## src/rtl/evt_link_pkg.sv

```systemverilog
package evt_link_pkg;
  localparam int unsigned CODE_W  = 8;
  localparam int unsigned FRAME_W = CODE_W + 1;
  localparam logic [CODE_W-1:0] NULL_CODE = '0;

  typedef logic [CODE_W-1:0] code_t;

  function automatic logic [FRAME_W-1:0] make_frame(code_t c);
    return {c, ^c};
  endfunction
endpackage

```

## src/rtl/evt_hw_arb.sv

```systemverilog
module evt_hw_arb
  import evt_link_pkg::*;
#(
  parameter int unsigned NUM_BANKS = 4,
  parameter int unsigned BANK_SIZE = 16
) (
  input  logic                           clk_i,
  input  logic                           rst_ni,
  input  logic [NUM_BANKS*BANK_SIZE-1:0] req_i,
  input  logic                           take_i,
  output logic                           any_o,
  output code_t                          code_o
);
  localparam int unsigned N     = NUM_BANKS * BANK_SIZE;
  localparam int unsigned IDX_W = $clog2(BANK_SIZE);

  logic [N-1:0] prev_q, pend_q, rise, clr;
  logic [NUM_BANKS-1:0] bank_any;
  logic [IDX_W-1:0]     bank_idx [NUM_BANKS];

  // line 0 maps to the null code and never latches
  assign rise = req_i & ~prev_q & ~N'(1);

  for (genvar b = 0; b < NUM_BANKS; b++) begin : g_bank
    logic [BANK_SIZE-1:0] slice;
    assign slice = pend_q[b*BANK_SIZE +: BANK_SIZE];
    always_comb begin
      bank_idx[b] = '0;
      for (int i = BANK_SIZE - 1; i >= 0; i--)
        if (slice[i]) bank_idx[b] = IDX_W'(i);
    end
    assign bank_any[b] = |slice;
  end

  always_comb begin
    code_o = NULL_CODE;
    for (int b = NUM_BANKS - 1; b >= 0; b--)
      if (bank_any[b]) code_o = CODE_W'(b * BANK_SIZE) + CODE_W'(bank_idx[b]);
  end

  assign any_o = |bank_any;

  always_comb begin
    clr = '0;
    if (take_i && any_o) clr[code_o] = 1'b1;
  end

  always_ff @(posedge clk_i or negedge rst_ni) begin
    if (!rst_ni) begin
      prev_q <= '0;
      pend_q <= '0;
    end else begin
      prev_q <= req_i;
      pend_q <= (pend_q & ~clr) | rise;
    end
  end
endmodule

```

## src/rtl/evt_sw_fifo.sv

```systemverilog
module evt_sw_fifo
  import evt_link_pkg::*;
#(
  parameter int unsigned DEPTH    = 16,
  parameter int unsigned MIN_CODE = 64
) (
  input  logic                       clk_i,
  input  logic                       rst_ni,
  input  logic                       wr_i,
  input  code_t                      wr_code_i,
  input  logic                       pop_i,
  output code_t                      rd_code_o,
  output logic                       empty_o,
  output logic                       full_o,
  output logic                       ovf_o,
  output logic [$clog2(DEPTH+1)-1:0] cnt_o
);
  localparam int unsigned PTR_W = (DEPTH > 1) ? $clog2(DEPTH) : 1;
  localparam int unsigned CNT_W = $clog2(DEPTH + 1);

  code_t             mem [DEPTH];
  logic [PTR_W-1:0]  wr_ptr_q, rd_ptr_q;
  logic [CNT_W-1:0]  cnt_q;
  logic              in_range, push, pop;

  assign in_range  = wr_code_i >= CODE_W'(MIN_CODE);
  assign full_o    = cnt_q == CNT_W'(DEPTH);
  assign empty_o   = cnt_q == '0;
  assign push      = wr_i && in_range && !full_o;
  assign pop       = pop_i && !empty_o;
  assign rd_code_o = mem[rd_ptr_q];
  assign cnt_o     = cnt_q;

  function automatic logic [PTR_W-1:0] bump(logic [PTR_W-1:0] p);
    return (p == PTR_W'(DEPTH - 1)) ? '0 : p + 1'b1;
  endfunction

  always_ff @(posedge clk_i) begin
    if (push) mem[wr_ptr_q] <= wr_code_i;
  end

  always_ff @(posedge clk_i or negedge rst_ni) begin
    if (!rst_ni) begin
      wr_ptr_q <= '0;
      rd_ptr_q <= '0;
      cnt_q    <= '0;
      ovf_o    <= 1'b0;
    end else begin
      if (push) wr_ptr_q <= bump(wr_ptr_q);
      if (pop)  rd_ptr_q <= bump(rd_ptr_q);
      cnt_q <= cnt_q + CNT_W'(push) - CNT_W'(pop);
      if (wr_i && in_range && full_o) ovf_o <= 1'b1;
    end
  end
endmodule

```

## src/rtl/evt_serializer.sv

```systemverilog
module evt_serializer
  import evt_link_pkg::*;
(
  input  logic  clk_i,
  input  logic  rst_ni,
  input  code_t next_code_i,
  output logic  load_o,
  output logic  ser_o,
  output logic  sync_o
);
  localparam int unsigned BIT_W = $clog2(FRAME_W);

  logic [FRAME_W-1:0] frame_q;
  logic [BIT_W-1:0]   bit_q;

  assign load_o = bit_q == BIT_W'(FRAME_W - 1);
  assign ser_o  = frame_q[FRAME_W-1];
  assign sync_o = bit_q == '0;

  always_ff @(posedge clk_i or negedge rst_ni) begin
    if (!rst_ni) begin
      frame_q <= make_frame(NULL_CODE);
      bit_q   <= '0;
    end else if (load_o) begin
      frame_q <= make_frame(next_code_i);
      bit_q   <= '0;
    end else begin
      frame_q <= frame_q << 1;
      bit_q   <= bit_q + 1'b1;
    end
  end
endmodule

```

## src/rtl/evt_link_tx.sv

```systemverilog
module evt_link_tx
  import evt_link_pkg::*;
#(
  parameter int unsigned NUM_BANKS = 4,
  parameter int unsigned BANK_SIZE = 16,
  parameter int unsigned SW_DEPTH  = 16
) (
  input  logic                           clk_i,
  input  logic                           rst_ni,
  input  logic [NUM_BANKS*BANK_SIZE-1:0] hw_req_i,
  input  logic                           crit_i,
  input  logic                           sw_valid_i,
  input  logic [7:0]                     sw_code_i,
  output logic                           sw_full_o,
  output logic                           sw_ovf_o,
  output logic                           ser_o,
  output logic                           sync_o
);
  localparam int unsigned HW_CODES = NUM_BANKS * BANK_SIZE;
  localparam int unsigned CNT_W    = $clog2(SW_DEPTH + 1);

  logic             load_w, hw_any_w, sw_empty_w, take_hw, take_sw;
  code_t            hw_code_w, sw_code_w, next_code;
  logic [CNT_W-1:0] sw_cnt_w;

  evt_hw_arb #(.NUM_BANKS(NUM_BANKS), .BANK_SIZE(BANK_SIZE)) u_hw (
    .clk_i, .rst_ni, .req_i(hw_req_i), .take_i(take_hw),
    .any_o(hw_any_w), .code_o(hw_code_w)
  );

  evt_sw_fifo #(.DEPTH(SW_DEPTH), .MIN_CODE(HW_CODES)) u_sw (
    .clk_i, .rst_ni, .wr_i(sw_valid_i), .wr_code_i(sw_code_i),
    .pop_i(take_sw), .rd_code_o(sw_code_w), .empty_o(sw_empty_w),
    .full_o(sw_full_o), .ovf_o(sw_ovf_o), .cnt_o(sw_cnt_w)
  );

  // hardware wins; software only outside the critical window
  assign take_hw = load_w && hw_any_w;
  assign take_sw = load_w && !hw_any_w && !crit_i && !sw_empty_w;

  always_comb begin
    if (take_hw)      next_code = hw_code_w;
    else if (take_sw) next_code = sw_code_w;
    else              next_code = NULL_CODE;
  end

  evt_serializer u_ser (
    .clk_i, .rst_ni, .next_code_i(next_code),
    .load_o(load_w), .ser_o, .sync_o
  );
endmodule

```

## config.mk

```make
export PLATFORM = sky130hd
export DESIGN_NAME = evt_link_tx
export DESIGN_NICKNAME = d
export VERILOG_FILES = /design/src/rtl/evt_link_pkg.sv /design/src/rtl/evt_hw_arb.sv /design/src/rtl/evt_sw_fifo.sv /design/src/rtl/evt_serializer.sv /design/src/rtl/evt_link_tx.sv
export SDC_FILE = /design/constraint.sdc
export NUM_CORES = 1
export LEC_CHECK = 0
export BUFFER_PORTS_ARGS = -buffer_cell sky130_fd_sc_hd__buf_2
export CORE_MARGIN = 5
export CORE_UTILIZATION = 35
export DETAILED_ROUTE_END_ITERATION = 7
export PLACE_DENSITY = 0.48
export SYNTH_ARGS = -nofsm -noshare
export SYNTH_HDL_FRONTEND = slang
export SYNTH_SLANG_ARGS = --single-unit
```

## constraint.sdc

```tcl
create_clock -name clk_i -period 4.4 [get_ports clk_i]
set_clock_uncertainty 0.05 [all_clocks]
set_input_delay 0.22 -clock clk_i [delete_from_list [all_inputs] [get_ports clk_i]]
set_output_delay 0.22 -clock clk_i [all_outputs]
set_load 0.05 [all_outputs]
```

## Word level (Yosys, flattened, before mapping)

Memories as Yosys holds them, arrays and structs flattened.
Index checks and enable logic that the tools add are counted.

- Add/sub/neg operators: 8
- Order comparisons: 3
- Eq/ne operators: 4
- Multiplexer cells: 79
- Bitwise operators: 5
- Reductions and logical operators: 22

Operators by type and width:

| cell | number |
|---|---|
| $mux 4 | 67 |
| $and 64x64->64 | 2 |
| $not 64->64 | 2 |
| $mux 64 | 1 |
| $or 64x64->64 | 1 |
| $reduce_or 16->1 | 4 |
| $reduce_or 64->1 | 1 |
| $mux 8 | 6 |
| $add 6x4->7 const A | 2 |
| $add 4x1->4 const B | 3 |
| $eq 4x4->1 const B | 3 |
| $logic_and 1x1->1 | 10 |
| $mux 9 | 1 |
| $ge 8x1->1 const B | 1 |
| $ge 8x7->1 const B | 1 |
| $lt 8x7->1 const B | 1 |
| $reduce_xor 8->1 | 1 |
| $add 5x4->6 const A | 1 |
| $demux 1 s6 | 1 |
| $add 5x1->5 | 1 |
| $eq 5x5->1 const B | 1 |
| $logic_not 5->1 | 1 |
| $sub 5x1->5 | 1 |
| $logic_not 1->1 | 4 |
| 2 further kinds | 4 |

- Register bits after elaboration: 155
- Bits in writable memories: 128
- Input port bits: 76
- Memories: 1

Memories:

| memory | depth | width | rd ports | clocked after Yosys merged registers in | wr ports | RTL line | source |
|---|---|---|---|---|---|---|---|
| u_sw.mem | 16 | 8 | 1 | 0 | 1 | evt_sw_fifo.sv:21 | `code_t mem [DEPTH];` |

## Depth between registers and ports, before layout

- Depth after elaboration: 29
- Mapped depth: 17

## By module

A second synthesis with hierarchy kept.

- Cells, all modules: 917
- Area total of the unflattened synthesis: 11,940.2 um^2

Modules (own cells, without submodules):

| module | times used | cells each | area an instance (um^2) |
|---|---|---|---|
| evt_sw_fifo | 1 | 315 | 5,805.6 |
| evt_hw_arb | 1 | 512 | 5,326.4 |
| evt_serializer | 1 | 63 | 619.3 |
| evt_link_tx | 1 | 27 | 188.9 |

## Worst setup path before layout

OpenSTA, ideal clock, no wires.

- Path kind: reg2reg
- Start point: register u_hw.pend_q[37]
- End point: register u_sw.cnt_q[4] (netlist: u_sw.cnt_o[4])
- Library setup time: 0.125 ns
- Arrival: 2.939 ns
- Data required time: 4.225 ns
- Setup slack: 1.286 ns
- Cell stages (with the launch flop): 17
- Buffers on the path: 1
- Period minus slack after synthesis: 3.114 ns
- Path through: dfrtp_1 -> nor4_2 -> nand4_2 -> nor2_1 -> nand4_2 -> clkinv_1 -> buf_2 -> ha_1 -> inv_1 -> ha_1 -> inv_1 -> fa_1 -> inv_1 -> a21oi_1 -> nor2_1 -> nor2_1 -> xnor2_1

- Cells in the longest elaborated chain, start to end: 7

Ends and longest elaborated chain:

| what | RTL line | source |
|---|---|---|
| start, declared | evt_hw_arb.sv:17 | `logic [N-1:0] prev_q, pend_q, rise, clr;` |
| start signal, assigned | evt_hw_arb.sv:54 | `pend_q <= (pend_q & ~clr) \| rise;` |
| $reduce_or 64->1 | evt_hw_arb.sv:41 | `assign any_o = \|bank_any;` |
| $logic_not 1->1 | evt_link_tx.sv:39 | `assign take_sw = load_w && !hw_any_w && !crit_i && !sw_empty_w;` |
| $logic_and 1x1->1 (3 in a row) | evt_link_tx.sv:39 |  |
| $logic_and 1x1->1 | evt_sw_fifo.sv:30 | `assign pop = pop_i && !empty_o;` |
| named net u_sw.pop | evt_sw_fifo.sv:24 | `logic in_range, push, pop;` |
| $sub 5x1->5 | evt_sw_fifo.sv:51 | `cnt_q <= cnt_q + CNT_W'(push) - CNT_W'(pop);` |
| end signal, assigned | evt_sw_fifo.sv:51 |  |
| end, declared | evt_sw_fifo.sv:23 | `logic [CNT_W-1:0] cnt_q;` |

The timed path passes the listed nets, and every way through them passes these cells.
A chain may end at the register's enable or synchronous reset.

## Final worst setup path

- Start point: register u_hw.pend_q[29]
- End point: register u_sw.cnt_q[4] (netlist: u_sw.cnt_o[4])

- Cells in the longest elaborated chain, start to end: 7

Ends and longest elaborated chain:

| what | RTL line |
|---|---|
| $reduce_or 64->1 | evt_hw_arb.sv:41 |
| $logic_not 1->1 | evt_link_tx.sv:39 |
| $logic_and 1x1->1 (3 in a row) | evt_link_tx.sv:39 |
| $logic_and 1x1->1 | evt_sw_fifo.sv:30 |
| $sub 5x1->5 | evt_sw_fifo.sv:51 |

Every way passes these cells.

==> Flow_metrics.wiki <==
{| class="wikitable"
! Metric !! Value
|-
| Count of buffers from port buffering || 78
|-
| Final-report hold violation count || 0
|-
| Net count of the mapped netlist || 945
|-
| First-pass GRT wire length || 42990 um
|-
| CP Cell Sequence || nor4_1 -> nand4_1 -> nor2_2 -> nand4_2 -> clkinv_1 -> ha_1 -> inv_1 -> ha_1 -> inv_1 -> fa_1 -> inv_1 -> a21oi_1 -> nor2_1 -> nor2_1 -> xnor2_1
|-
| Kind of end point of the critical path || flip-flop
|-
| Longest individual stage delay on the worst path || 0.60 ns
|-
| Final Cycle Share || 0.8225
|-
| Clock slew at the register clock pins of the worst setup and hold paths || 0.06 ns
|-
| Layout cell share with drive strength beyond 1 || 0.1774
|-
| Insertion delay of the later-clocked pin in the worst-skew pair || 0.57 ns
|-
| Antenna violations before repair || 0
|-
| Number of global-route vias before repair || 7436
|-
| Hold Slack || 0.03802 ns
|-
| Arrival time of the worst setup path || 4.02 ns
|-
| Power per cell area || 431.7 nW/um2
|-
| Maximum number of pins on one net before global-route repair || 90
|-
| Kind of path behind the tightest hold check || input port to flip-flop
|-
| Wirelength per Cell || 18.52 um
|-
| CTS sink cnt || 282
|-
| Clock root buffer || clkbuf_16
|-
| Post-detailed-route DRC marker count || 0
|-
| Crit Reg-Reg Startpoint || u_hw.pend_q[29]
|-
| Pre-Repair DR Iteration Count || 5
|-
| Count of distinct cell types in the synthesized netlist || 65
|-
| Io pins || 80
|-
| Via count || 7220
|-
| Type of the worst setup path || flip-flop to flip-flop
|-
| Placer Congestion || 0.8173
|-
| Number of max-capacitance violations reported || 0
|-
| Max IR drop VDD || 319.9 uV
|-
| Total Negative Setup Slacks || 0 ns
|-
| Total wire length after detailed routing || 27700 um
|-
| Max Fanout on Critical Path || 7
|-
| Flops & latches, synth || 282
|-
| Post-synthesis sequential area ratio || 0.6662
|-
| Slew @ Worst Pin || 0.9332 ns
|-
| Share of flip-flops with an asynchronous set or reset || 0.5461
|-
| Vias per Instance || 4.826
|-
| Ys flop type || dfrtp_1
|-
| Share of Yosys cell area claimed by the top area cell type || 0.3335
|-
| Crit start category || flip-flop
|-
| Count of flip-flops with a built-in enable after synthesis || 128
|-
| Ys Warns || 0
|-
| Number of gates given a new drive strength after cts || 0
|-
| Count of antenna-violating nets left after detailed routing || 0
|-
| Antenna diode count || 0
|-
| Unrepaired setup endpoints after global routing || false
|-
| Overall routing resource usage || 0.1520
|-
| Clock Tree Buf Depth || 3
|-
| Worst setup path startpoint || u_hw.pend_q[29]
|-
| Cell area after synthesis || 11550 um2
|-
| Detailed placement HPWL || 18450 um
|-
| TritonCTS clock tree || done
|-
| Leakage || 5.427 nW
|-
| Most area-hungry cell type in the Yosys netlist || dfrtp_1
|-
| Outcome || complete, no violations
|-
| HP Start || sw_valid_i
|-
| Level count of the clock H-tree || 1
|-
| Filler cell count in the final layout || 3025
|-
| Synth Area per Inst || 13.51 um2
|-
| Main area contributors after synthesis || dfrtp_1 (33%), edfxtp_1 (33%), mux4_2 (6.0%)
|-
| DRT iter0 DRCs || 359
|-
| Max-slew headroom at the worst pin || 0.3779
|-
| Most frequent cells in the layout || dfrtp_1 (153), edfxtp_1 (128), inv_1 (92), o21ai_0 (79), buf_2 (77)
|-
| Cell occurring most often along the worst timing path || inv_1
|-
| Count of standard-cell rows || 66
|-
| Die height || 191.7 um
|-
| Critical Path Slowest Stage Cell || nor4_1
|-
| Finish-stage setup viols || 0
|-
| Highest clock rate || 276.3 MHz
|-
| Starting Density || 0.3551
|-
| Clock period minus worst slack || 3.619 ns
|-
| Core footprint || 32540 um2
|-
| Count of mapped cells out of synthesis || 855
|-
| Gate family responsible for the most delay along the worst path || simple AND/OR/NAND/NOR gates
|-
| Crit path required time || 4.80 ns
|-
| Most common cell after layout, fill and taps aside || dfrtp_1
|-
| Clock buffers created by TritonCTS || 31
|-
| Final layout net count || 1122
|-
| Die area || 36740 um2
|-
| Width of the chip || 191.7 um
|-
| GRT Residual Overflow || 0
|-
| # Post-CTS Setup Buffers || 0
|-
| Cts-stage hold buffer count || 72
|-
| Relative area change from synthesis to final layout || 23.33%
|-
| Final slew viol count || 0
|-
| Number of buffers and inverters on the critical path || 4
|}
==> power by group <==
part	internal, mW	total (mW)	switching (mW)	leakage, nW
combinational	0.230	0.557	0.327	2.14
sequential	2.92	2.99	0.0700	2.80
clock	1.57	2.60	1.03	0.495
==> cell type report <==
type                            instances  area, um2  share of cell area
Clock buffer                           42      847.1             0.05945
Timing Repair Buffer                  162       1207             0.08474
Clock inverter                         13      171.4             0.01203
Tap cell                              442      553.0             0.03881
Multi-Input combinational cell        462       3422              0.2402
Inverter                               93      349.1             0.02450
Sequential cell                       282       7699              0.5403
==> state kept, by name, indices dropped and copies added (netlist names) <==
register       count
u_sw.wr_ptr_q      4
u_sw.ovf_o         1
u_ser.frame_q      9
u_sw.mem         128
u_hw.pend_q       64
u_hw.prev_q       63
u_sw.cnt_o         5
u_sw.rd_ptr_q      4
u_ser.bit_q        4
==> worst register-to-register path, delay by kind of cell, from the launching register on <==
kind / cells / cell delay, ns
simple gates: 6 / 1.74
xor+xnor: 1 / 0.11
compound gates: 1 / 0.06
fa+ha+maj: 3 / 0.80
flops: 1 / 0.41
buf+inv: 4 / 0.34
==> per-stage QoR <==
step | area, um2 | instances | utilization | setup slack [ns] | power, mW
floorplan | 11550 | 855 | - | 1.286 | 3.349
global placement | 12510 | 1369 | 0.3845 | 0.8343 | 3.560
global route | 14250 | 1496 | 0.4379 | 0.4794 | 6.432
finish | 14250 | 1496 | 0.4379 | 0.7811 | 6.151
detailed placement | 12510 | 1369 | 0.3845 | 0.7975 | 3.566
CTS | 14250 | 1496 | 0.4379 | 0.7848 | 6.244
==> path summary, 6_finish.rpt <==
check | to | slack, ns | cells after the start
max | u_sw.cnt_o[4] | 0.78 | 15
min | u_sw.ovf_o | 0.04 | 3
max reg2reg | u_sw.cnt_o[4] | 0.78 | 15
min reg2reg | u_hw.pend_q[16] | 0.35 | 1
max in group asynchronous | u_hw.pend_q[29] | 3.04 | 3
min in group asynchronous | u_hw.pend_q[7] | 0.24 | 2
==> cells in the mapped netlist, types with 2 or more instances <==
library cell and instances:
xnor2_1 10, a21oi_1 24, edfxtp_1 128, nand2_1 25
and2_1 18, o21ai_1 58, buf_4 2, ha_1 13
nand4_1 5, a22o_1 5, buf_2 8, nor4_1 11
o211ai_1 5, a211oi_1 6, o21ai_2 2, a21boi_0 2
a221o_1 2, xor2_1 2, or3_1 3, nor2_1 33
nor4_2 6, nand3b_1 2, and3_1 2, a311oi_1 2
a21o_1 7, nand3_1 18, nor2b_1 11, or4_1 6
mux4_2 31, o21a_1 4, nand2b_1 8, dfrtp_1 154
buf_1 2, mux2i_1 9, mux2_2 3, o21bai_1 3
nor3_1 7, o31ai_1 9, inv_1 92, o21ai_0 79
nor4_4 2, a31oi_1 5, nand4_2 3, clkbuf_1 6
o32a_1 2
==> metal layers <==
layer	vias up	track usage	part of all wire
met5	-	0	0
met4	0	0.04033	0.027
met3	49	0.02399	0.034
met2	114	0.2560	0.49
met1	3556	0.2060	0.45
li1	3501	-	-
==> logic make-up after synthesis <==
| logic type | after synthesis | synth area share |
|---|---|---|
| mux | 43 | 0.07115 |
| fa+ha+maj | 14 | 0.01581 |
| buf+inv | 111 | 0.03758 |
| compound gates | 226 | 0.1153 |
| xor+xnor | 12 | 0.009097 |
| simple gates | 167 | 0.08480 |
| flops | 282 | 0.6662 |
Power figures use the tool's default switching activity.
